--- config.mk ---
export PLATFORM = sky130hd
export DESIGN_NAME = mp_uart_rx
export DESIGN_NICKNAME = d
export VERILOG_FILES = /design/src/rtl/mpu_pkg.sv /design/src/rtl/mpu_rx_bitengine.sv /design/src/rtl/mpu_rx_fifo.sv /design/src/rtl/mp_uart_rx.sv
export SDC_FILE = /design/constraint.sdc
export NUM_CORES = 1
export LEC_CHECK = 0
export BUFFER_PORTS_ARGS = -buffer_cell sky130_fd_sc_hd__buf_2
export CORE_MARGIN = 2
export CORE_UTILIZATION = 60
export DETAILED_ROUTE_END_ITERATION = 6
export GPL_ROUTABILITY_DRIVEN = 0
export GPL_TIMING_DRIVEN = 0
export PLACE_DENSITY = 0.83
export SLEW_MARGIN = 20
export SYNTH_ARGS = -nofsm -noshare
export SYNTH_HDL_FRONTEND = slang
export SYNTH_SLANG_ARGS = --single-unit
--- constraint.sdc ---
create_clock -name clk -period 3.88 [get_ports clk]
set_input_delay 0.388 -clock clk [delete_from_list [all_inputs] [get_ports clk]]
set_output_delay 0.388 -clock clk [all_outputs]
set_load 0.05 [all_outputs]
--- src/rtl/mpu_pkg.sv ---
package mpu_pkg;

  typedef enum logic [1:0] {
    ST_IDLE,
    ST_START,
    ST_BITS,
    ST_STOP
  } rx_state_e;

  // Expected value of the ninth bit under the selected parity rule.
  function automatic logic exp_parity(input logic [1:0] sel, input logic [7:0] data);
    logic ones_odd;
    ones_odd = ^data;
    case (sel)
      2'b00:   exp_parity = ~ones_odd;  // odd total
      2'b01:   exp_parity = ones_odd;   // even total
      2'b10:   exp_parity = 1'b1;
      default: exp_parity = 1'b0;
    endcase
  endfunction

  // Number of bits between start and stop.
  function automatic logic [3:0] payload_bits(input logic ninth_on);
    payload_bits = ninth_on ? 4'd9 : 4'd8;
  endfunction

endpackage

--- src/rtl/mpu_rx_bitengine.sv ---
module mpu_rx_bitengine #(
  parameter int OSR      = 16,
  parameter int BAUD_DIV = 1
) (
  input  logic       clk,
  input  logic       rst_n,
  input  logic       rx_i,
  input  logic       ninth_on,
  output logic       frame_done,
  output logic [7:0] frame_data,
  output logic       frame_ninth,
  output logic       frame_stop
);
  import mpu_pkg::*;

  localparam int OS_W = $clog2(OSR);
  localparam int HALF = OSR / 2;

  logic tick;

  generate
    if (BAUD_DIV == 1) begin : g_tick_full
      assign tick = 1'b1;
    end else begin : g_tick_div
      localparam int DIV_W = $clog2(BAUD_DIV);
      logic [DIV_W-1:0] div_q;
      always_ff @(posedge clk or negedge rst_n) begin
        if (!rst_n) div_q <= '0;
        else if (div_q == DIV_W'(BAUD_DIV - 1)) div_q <= '0;
        else div_q <= div_q + 1'b1;
      end
      assign tick = (div_q == DIV_W'(BAUD_DIV - 1));
    end
  endgenerate

  logic            rx_s1, rx_s2;
  rx_state_e       state_q;
  logic [OS_W-1:0] os_q;
  logic [3:0]      idx_q;
  logic [3:0]      nbits_q;
  logic [8:0]      shift_q;
  logic            done_q, stop_q;

  always_ff @(posedge clk or negedge rst_n) begin
    if (!rst_n) begin
      rx_s1 <= 1'b1;
      rx_s2 <= 1'b1;
    end else begin
      rx_s1 <= rx_i;
      rx_s2 <= rx_s1;
    end
  end

  always_ff @(posedge clk or negedge rst_n) begin
    if (!rst_n) begin
      state_q <= ST_IDLE;
      os_q    <= '0;
      idx_q   <= '0;
      nbits_q <= 4'd8;
      shift_q <= '0;
      done_q  <= 1'b0;
      stop_q  <= 1'b1;
    end else begin
      done_q <= 1'b0;
      case (state_q)
        ST_IDLE: begin
          os_q <= '0;
          if (!rx_s2) begin
            state_q <= ST_START;
            nbits_q <= payload_bits(ninth_on);
            shift_q <= '0;
          end
        end
        ST_START: if (tick) begin
          if (os_q == OS_W'(HALF - 1)) begin
            os_q    <= '0;
            idx_q   <= '0;
            state_q <= rx_s2 ? ST_IDLE : ST_BITS;
          end else begin
            os_q <= os_q + 1'b1;
          end
        end
        ST_BITS: if (tick) begin
          if (os_q == OS_W'(OSR - 1)) begin
            os_q           <= '0;
            shift_q[idx_q] <= rx_s2;
            if (idx_q == nbits_q - 4'd1) state_q <= ST_STOP;
            else idx_q <= idx_q + 4'd1;
          end else begin
            os_q <= os_q + 1'b1;
          end
        end
        default: if (tick) begin
          if (os_q == OS_W'(OSR - 1)) begin
            os_q    <= '0;
            done_q  <= 1'b1;
            stop_q  <= rx_s2;
            state_q <= ST_IDLE;
          end else begin
            os_q <= os_q + 1'b1;
          end
        end
      endcase
    end
  end

  assign frame_done  = done_q;
  assign frame_data  = shift_q[7:0];
  assign frame_ninth = shift_q[8];
  assign frame_stop  = stop_q;
endmodule

--- src/rtl/mpu_rx_fifo.sv ---
module mpu_rx_fifo #(
  parameter int WIDTH = 9,
  parameter int DEPTH = 4
) (
  input  logic                         clk,
  input  logic                         rst_n,
  input  logic                         push,
  input  logic [WIDTH-1:0]             wdata,
  input  logic                         pop,
  output logic [WIDTH-1:0]             rdata,
  output logic                         empty,
  output logic                         full,
  output logic [$clog2(DEPTH+1)-1:0]   count
);
  localparam int PTR_W = (DEPTH > 1) ? $clog2(DEPTH) : 1;
  localparam int CNT_W = $clog2(DEPTH + 1);

  logic [WIDTH-1:0] mem_q [DEPTH];
  logic [PTR_W-1:0] wp_q, rp_q;
  logic [CNT_W-1:0] cnt_q;
  logic do_push, do_pop;

  assign do_push = push && (cnt_q != CNT_W'(DEPTH));
  assign do_pop  = pop && (cnt_q != '0);

  function automatic logic [PTR_W-1:0] bump(input logic [PTR_W-1:0] p);
    bump = (p == PTR_W'(DEPTH - 1)) ? '0 : p + 1'b1;
  endfunction

  always_ff @(posedge clk or negedge rst_n) begin
    if (!rst_n) begin
      wp_q  <= '0;
      rp_q  <= '0;
      cnt_q <= '0;
    end else begin
      if (do_push) wp_q <= bump(wp_q);
      if (do_pop)  rp_q <= bump(rp_q);
      case ({do_push, do_pop})
        2'b10:   cnt_q <= cnt_q + 1'b1;
        2'b01:   cnt_q <= cnt_q - 1'b1;
        default: cnt_q <= cnt_q;
      endcase
    end
  end

  always_ff @(posedge clk) begin
    if (do_push) mem_q[wp_q] <= wdata;
  end

  assign rdata = mem_q[rp_q];
  assign empty = (cnt_q == '0);
  assign full  = (cnt_q == CNT_W'(DEPTH));
  assign count = cnt_q;
endmodule

--- src/rtl/mp_uart_rx.sv ---
module mp_uart_rx #(
  parameter int OSR        = 16,
  parameter int BAUD_DIV   = 1,
  parameter int FIFO_DEPTH = 4
) (
  input  logic       clk,
  input  logic       rst_n,
  input  logic       rx_i,
  input  logic       cfg_mp_en,
  input  logic       cfg_par_en,
  input  logic [1:0] cfg_par_sel,
  input  logic       cfg_xbit_en,
  input  logic       rd_en,
  input  logic       err_clr,
  output logic [7:0] rd_data,
  output logic       rd_ninth,
  output logic       rd_valid,
  output logic       rx_irq,
  output logic       par_err,
  output logic       frm_err,
  output logic       ovr_err
);
  import mpu_pkg::*;

  localparam int CNT_W = $clog2(FIFO_DEPTH + 1);

  logic       frame_done, frame_ninth, frame_stop;
  logic [7:0] frame_data;
  logic       ninth_on, xbit_active, kept_ninth;
  logic       par_bad, frame_keep, push, fifo_full, fifo_empty;
  logic [8:0] head;
  logic [CNT_W-1:0] fifo_count;
  logic       irq_q, perr_q, ferr_q, oerr_q;

  assign ninth_on    = cfg_xbit_en | cfg_par_en;
  assign xbit_active = cfg_xbit_en & ~cfg_par_en;

  mpu_rx_bitengine #(.OSR(OSR), .BAUD_DIV(BAUD_DIV)) u_bits (
    .clk        (clk),
    .rst_n      (rst_n),
    .rx_i       (rx_i),
    .ninth_on   (ninth_on),
    .frame_done (frame_done),
    .frame_data (frame_data),
    .frame_ninth(frame_ninth),
    .frame_stop (frame_stop)
  );

  assign kept_ninth = xbit_active ? frame_ninth : frame_stop;
  assign par_bad    = cfg_par_en && (frame_ninth != exp_parity(cfg_par_sel, frame_data));
  assign frame_keep = frame_done && (!cfg_mp_en || kept_ninth);
  assign push       = frame_keep && !fifo_full;

  mpu_rx_fifo #(.WIDTH(9), .DEPTH(FIFO_DEPTH)) u_fifo (
    .clk  (clk),
    .rst_n(rst_n),
    .push (push),
    .wdata({kept_ninth, frame_data}),
    .pop  (rd_en),
    .rdata(head),
    .empty(fifo_empty),
    .full (fifo_full),
    .count(fifo_count)
  );

  always_ff @(posedge clk or negedge rst_n) begin
    if (!rst_n) begin
      irq_q  <= 1'b0;
      perr_q <= 1'b0;
      ferr_q <= 1'b0;
      oerr_q <= 1'b0;
    end else begin
      irq_q <= push;
      if (frame_done && par_bad)       perr_q <= 1'b1;
      else if (err_clr)                perr_q <= 1'b0;
      if (frame_done && !frame_stop)   ferr_q <= 1'b1;
      else if (err_clr)                ferr_q <= 1'b0;
      if (frame_keep && fifo_full)     oerr_q <= 1'b1;
      else if (err_clr)                oerr_q <= 1'b0;
    end
  end

  assign rd_data  = head[7:0];
  assign rd_ninth = head[8];
  assign rd_valid = !fifo_empty;
  assign rx_irq   = irq_q;
  assign par_err  = perr_q;
  assign frm_err  = ferr_q;
  assign ovr_err  = oerr_q;
endmodule

==> qor.yml, run 1 <==
status: "complete, no violations"
tns_ns: 0
dieArea_mm2: 0.005921
antenna_found_initial: 0
vias: 1882
wl_met1_mm: 2.250
ctsHtreeMaxLevel: 3
hpwl_mm: 4.014
n_fill_cell: 379
worstSetupPathType: "register to primary output"
max_stage_delay_ns: 0.56
firstDrtPassIters: 4
synth_edf_count: 36
cap_violations: 0
ir_drop_v: 0.0003958
cp.depth: 3
maxSlewViolCount: 0
synth_cell_types: 40
wl_met2_mm: 3.021
die_w_um: 76.95
max_slew_margin_pct: 48.70
n_antenna_cell: 0
worstSetupEndpointType: "primary output"
cts_resized: 0
start_util_pct: 62.52
synth_largest_area_cell: "edfxtp_1"
clock_skew_ns: 0.008809
synth_area_leaders: "edfxtp_1, dfrtp_1, mux4_2, ha_1, nand2_1"
clockRootBuffer: "clkbuf_8"
slowest_stage: "mux4_2"
clock_path_buffers: 2
fmax_mhz: 448.6
synth.ff_latch_count: 71
top_layer: "met4"
ys.flop_type: "edfxtp_1"
grt_max_degree: 36
ys_async_sr_fraction_pct: 49.30
clock_latency_ns: 0.34
cts_tree: "yes"
die_h_um: 76.95
r2r_cells: 10
syn_nets: 260
critPathMaxFanout: 10
crit_buf_inv: 2
grt_use_total_pct: 20.46
wl_per_cell_um: 15.85
final_cells: 347
power.density_mw_per_mm2: 568.7
grt_overflow: 0
regArea_mm2: 0.001961
synth_top_area_share_pct: 33.86
rows: 26
core_area_mm2: 0.005107
synth_warnings: 0
nets: 294
pin_count: 24
worst_slew_pin_slew_ns: 0.7696
post-route-min-period_ns: 2.229
arrival_ns: 1.84
seq_area_frac_synth_pct: 61.40
syn_to_final_growth_pct: 12.38
path_clk_slew_ns: 0.07
grt_pass1_wl_mm: 9.087
routed_wl_mm: 5.499
placed_cells: 331
hold_path.class: "input pin to asynchronous set/reset pin"
synthesis.area_mm2: 0.003193
report.final.setup_viol: 0
drc: 0
synth_area_per_cell_um2: 13.42
drtIter0Drc: 117
cts_hold_buf: 0
wl_met3_um: 146
crit_path_frequent_cell: "buf_2"
timing.final.crit_share_pct: 57.45
grt_pass1_vias: 1927
viasPerCell: 5.424
hold_viol: 0
rsz0062_at_grt: "no"
cts.sinks: 71
numCtsBuffers: 9
multi_input_area_mm2: 0.001156
setup_slack_ns: 1.651
critPathRequiredTime_ns: 3.49
crit_path_start_kind: "register"
ant_nets: 0
cts_setup_buffers: 0
pre_cts_slack_ns: 1.394
p_leak_nw: 1.394
final_util_pct: 70.26
synthCells: 238
io_buffers: 23
crit_family: "multiplexers"
drive_above_1_share_pct: 22.74
crit_chain: "buf_2 -> mux4_2 -> buf_2"
==> synth_stat cells (2+ instances only) <==
cell,count
xor2_1,3
xnor2_1,11
edfxtp_1,36
nand2b_1,4
dfstp_2,3
nor4_2,2
mux2i_1,2
mux2_2,5
nand4_1,4
inv_1,14
a21oi_1,11
nor2_1,13
o21ai_0,12
nor3_1,3
and2_1,6
nor3_2,2
mux4_2,9
nand3_1,2
ha_1,11
o22ai_1,2
clkbuf_1,2
nor2b_1,5
nand2_1,26
or3_1,2
dfrtp_1,32
a21o_1,2
==> metal layers <==
metal	vias to the layer above	GRT usage, %
met2	24	35.79
met3	8	5.529
met4	0	8.182
met5	-	0
li1	926	-
met1	924	23.94
==> cells by family after synthesis <==
kind of cell | count (synthesis) | synth area share, %
adders and majority gates | 12 | 4.937
AOI/OAI and AO/OA | 33 | 6.426
muxes | 16 | 8.738
DFF | 71 | 61.40
buffers and inverters | 18 | 2.390
xor gates and xnor gates | 14 | 3.840
and+or+nand+nor | 74 | 12.26
==> sequential cells by signal, summed over array words and instances, names as in the netlist <==
name	flops
par_err	1
u_fifo.wp_q	2
u_bits.idx_q	4
ovr_err	1
u_bits.nbits_q	1
rx_irq	1
u_bits.rx_s2	1
u_bits.frame_stop	1
u_bits.rx_s1	1
u_bits.frame_done	1
u_fifo.count	3
u_fifo.mem_q	36
u_bits.state_q	2
u_fifo.rp_q	2
frm_err	1
u_bits.os_q	4
u_bits.shift_q	9
==> path summary, 6_finish.rpt <==
check / start / endpoint / slack, ns
worst max-delay path: u_fifo.rp_q[0] / rd_data[7] / 1.65
min in group clk: rx_i / u_bits.rx_s1 / 0.15
worst min register to register: u_bits.rx_s1 / u_bits.rx_s2 / 0.36
max in group asynchronous: rst_n / u_bits.frame_done / 3.27
worst min-delay path: rst_n / u_bits.idx_q[2] / 0.13
worst max register to register: u_bits.frame_stop / u_fifo.count[2] / 1.67
==> where the power goes <==
group,switching [mW],leakage (nW),internal [mW]
clock network,0.256,0.0964,0.313
registers,0.0865,0.719,0.863
logic,0.302,0.579,0.220
total,0.645,1.39,1.40
==> layout by cell type, fill, tap and decap left out, types with 2 or more instances in the layout <==
cell type / count
a21o_1: 2
a21oi_1: 11
and2_1: 6
buf_2: 24
clkbuf_1: 4
clkbuf_8: 10
clkinv_2: 2
dfrtp_1: 32
dfstp_2: 3
edfxtp_1: 36
ha_1: 11
inv_1: 14
mux2_2: 5
mux2i_1: 2
mux4_2: 9
nand2_1: 26
nand2b_1: 4
nand3_1: 2
nand4_1: 4
nor2_1: 13
nor2b_1: 5
nor3_1: 3
nor3_2: 2
nor4_2: 2
o21ai_0: 12
o22ai_1: 2
or3_1: 2
xnor2_1: 11
xor2_1: 3
==> per-stage QoR <==
step	hold WS (ns)	power, mW	cell area [µm²]
4_1_cts	0.1341	2.054	3588
3_5_place_dp	0.3469	1.485	3396
3_3_place_gp	0.3458	1.458	3396
2_1_floorplan	0.09241	1.363	3193
6_report	0.1261	2.041	3588
5_1_grt	0.1384	2.163	3588
==> layout make-up <==
cell class	instances	area share, %
clock buffer	12	4.045
inverter	14	1.464
clock inverter	4	1.325
tap	70	2.441
sequential	71	54.64
buffer	4	0.6625
multi-input combinational	149	32.22
timing repair buffer	23	3.208
Power figures use the tool's default switching activity.
==> inputs of run 2 (changes only) <==
Settings changed: CORE_UTILIZATION 60 to 59, PLACE_DENSITY 0.83 to 0.81.
Clock period 3.88 ns to 2.2 ns, I/O delays scaled along.
==> qor.yml, run 2 (synthesis results as in run 1) <==
status: "complete, no violations"
ant_nets: 0  # unchanged
worst_slew_pin_slew_ns: 0.7618  # -0.007757 ns
crit_chain: "mux2i_2 -> a21o_1 -> a21oi_4 -> inv_1 -> ha_1 -> inv_1 -> fa_1 -> xor2_1 -> nor2_1 -> xor2_1"
hpwl_mm: 3.680  # -8.3%
pwr-share-clk_pct: 27.6  # -0.3 points
grt_max_degree: 36  # unchanged
routed_wl_mm: 5.369  # -2.4%
pin_count: 24  # unchanged
numCtsBuffers: 9  # unchanged
grt_pass1_vias: 1870  # -3.0%
power.density_mw_per_mm2: 994.5  # +75%
crit_path_start_kind: "register"
slowest_stage: "dfrtp_1"
largest_register_ffs: 36  # unchanged
wl_per_cell_um: 15.25  # -3.8%
n_antenna_cell: 0  # unchanged
vias: 1932  # +2.7%
hold_path.class: "input pin to register"
path_clk_slew_ns: 0.07  # about the same
clockRootBuffer: "clkbuf_8"
seqPwrFrac_pct: 46.4  # about the same
top_layer: "met4"
firstDrtPassIters: 5  # +1
critPathRequiredTime_ns: 2.46  # -1.03 ns
syn_to_final_growth_pct: 14.11
io_buffers: 23  # unchanged
core_area_mm2: 0.005172  # +1.3%
wl_met3_um: 195  # +34%
wl_met2_mm: 2.752  # -8.9%
ir_drop_v: 0.0005895  # +49%
drc: 0  # unchanged
wl_met1_mm: 2.321  # +3.2%
worstSetupPathType: "register to register"
timing.final.crit_share_pct: 93.86
p_sw_share_pct: 31.70  # +0.11 points
ctsHtreeMaxLevel: 3  # unchanged
power.switching_mw: 1.149  # +78%
p_comb_share_pct: 26.0  # +0.4 points
grt_use_total_pct: 19.67  # -0.78 points
final_cells: 352  # +1.4%
fmax_mhz: 484.3
layout_commonest_cell: "edfxtp_1"
clock_path_buffers: 2  # unchanged
p_int_mw: 2.475  # +77%
drive_above_1_share_pct: 23.40  # +0.66 points
clock_latency_ns: 0.34  # about the same
cap_violations: 0  # unchanged
dieArea_mm2: 0.006016  # +1.6%
largest-register: "u_fifo.mem_q"
post-route-min-period_ns: 2.065
nets: 299  # +1.7%
clock_skew_ns: 0.006813  # -0.001997 ns
critPathMaxFanout: 3  # -7
start_util_pct: 61.73  # -0.79 points
most-common-layout-cells: "edfxtp_1, dfrtp_1, nand2_1, buf_2, inv_1"
reg_top3: "u_fifo.mem_q: 36 flops, u_bits.shift_q: 9 flops"
antenna_found_initial: 0  # unchanged
maxSlewViolCount: 0  # unchanged
worstSetupEndpointType: "register"
placed_cells: 331  # unchanged
max_stage_delay_ns: 0.41  # -0.15 ns
die_w_um: 77.57  # +0.80%
drtIter0Drc: 89  # -24%
hold_viol: 0  # unchanged
p_leak_nw: 1.415  # +1.5%
die_h_um: 77.57  # +0.80%
power.total_mw: 3.623  # +78%
max_slew_margin_pct: 49.21  # +0.52 points
grt_overflow: 0  # unchanged
viasPerCell: 5.489  # +1.2%
cts_tree: "yes"
grt_pass1_wl_mm: 8.797  # -3.2%
rows: 26  # unchanged
report.final.setup_viol: 0  # unchanged
arrival_ns: 2.33  # +0.49 ns
cts.sinks: 71  # unchanged
-- run 2: timing repair --
action | CTS | global route
buffers inserted | 0 | 3
hold buffers | 2 | 0
hold endpoints to repair | 33 | 0
setup endpoints to repair | 1 | 7
resized for setup | 1 | 2
pin swaps | 0 | 1
-- run 2: path summary, 6_finish.rpt --
kind / startpoint / end / slack (ns) / depth (start not counted)
setup / recovery: u_bits.shift_q[8] / u_fifo.count[2] / 0.14 / 10
max in group asynchronous: rst_n / u_bits.shift_q[6] / 1.23 / 2
setup reg to reg: u_bits.shift_q[8] / u_fifo.count[2] / 0.14 / 10
hold reg to reg: u_bits.rx_s1 / u_bits.rx_s2 / 0.36 / 0
min in group asynchronous: rst_n / u_fifo.wp_q[0] / 0.49 / 2
hold / removal: err_clr / frm_err / 0.10 / 2
-- run 2: through the flow --
step | TNS [ns] | setup slack (ns) | instance area, µm² | hold slack [ns] | util [%]
after detailed placement | -0.08486 | -0.08486 | 3396 | 0.3263 | 65.65
after global placement | -0.05942 | -0.05942 | 3396 | 0.3259 | 65.65
after floorplan | 0 | 0.08274 | 3193 | -0.07559 | -
after global routing | -0.01798 | -0.01798 | 3643 | 0.09052 | 70.44
after CTS | 0 | 0.01965 | 3615 | 0.08434 | 69.88
final | 0 | 0.1351 | 3643 | 0.1025 | 70.44
-- run 2: layer usage --
layer,vias up,track usage [%]
met5,-,0
met1,939,24.31
li1,935,-
met4,0,9.107
met2,48,33.13
met3,10,4.419
-- run 2: cell type report --
| cell class | count | area [µm²] |
|---|---|---|
| timing repair buffer | 28 | 157.7 |
| inverter | 14 | 52.55 |
| buffer | 4 | 26.28 |
| sequential | 71 | 1961 |
| clock inverter | 3 | 42.54 |
| tap | 70 | 87.58 |
| clock buffer | 13 | 148.9 |
| multi-input combinational | 149 | 1167 |
| fill | 342 | 1529 |
-- run 2: critical path: cells and delay by family (launching register included) --
kind | cells | cell delay (ns)
multiplexers | 1 | 0.19
buffers and inverters | 2 | 0.13
AO/OA/AOI/OAI | 2 | 0.26
AND/OR/NAND/NOR | 1 | 0.12
adder cells (fa/ha/maj) | 2 | 0.55
XOR/XNOR | 2 | 0.33
flip-flops | 1 | 0.41
-- run 2: power groups by stage --
| stage | Clock, mW | Sequential [mW] | Combinational (mW) |
|---|---|---|---|
| finish | 0.998 | 1.68 | 0.943 |
| global route | 1.07 | 1.70 | 1.06 |
| detailed placement | 0 | 1.70 | 0.916 |
| floorplan | 0 | 1.66 | 0.744 |
| CTS | 1.02 | 1.67 | 0.939 |
| global placement | 0 | 1.69 | 0.884 |
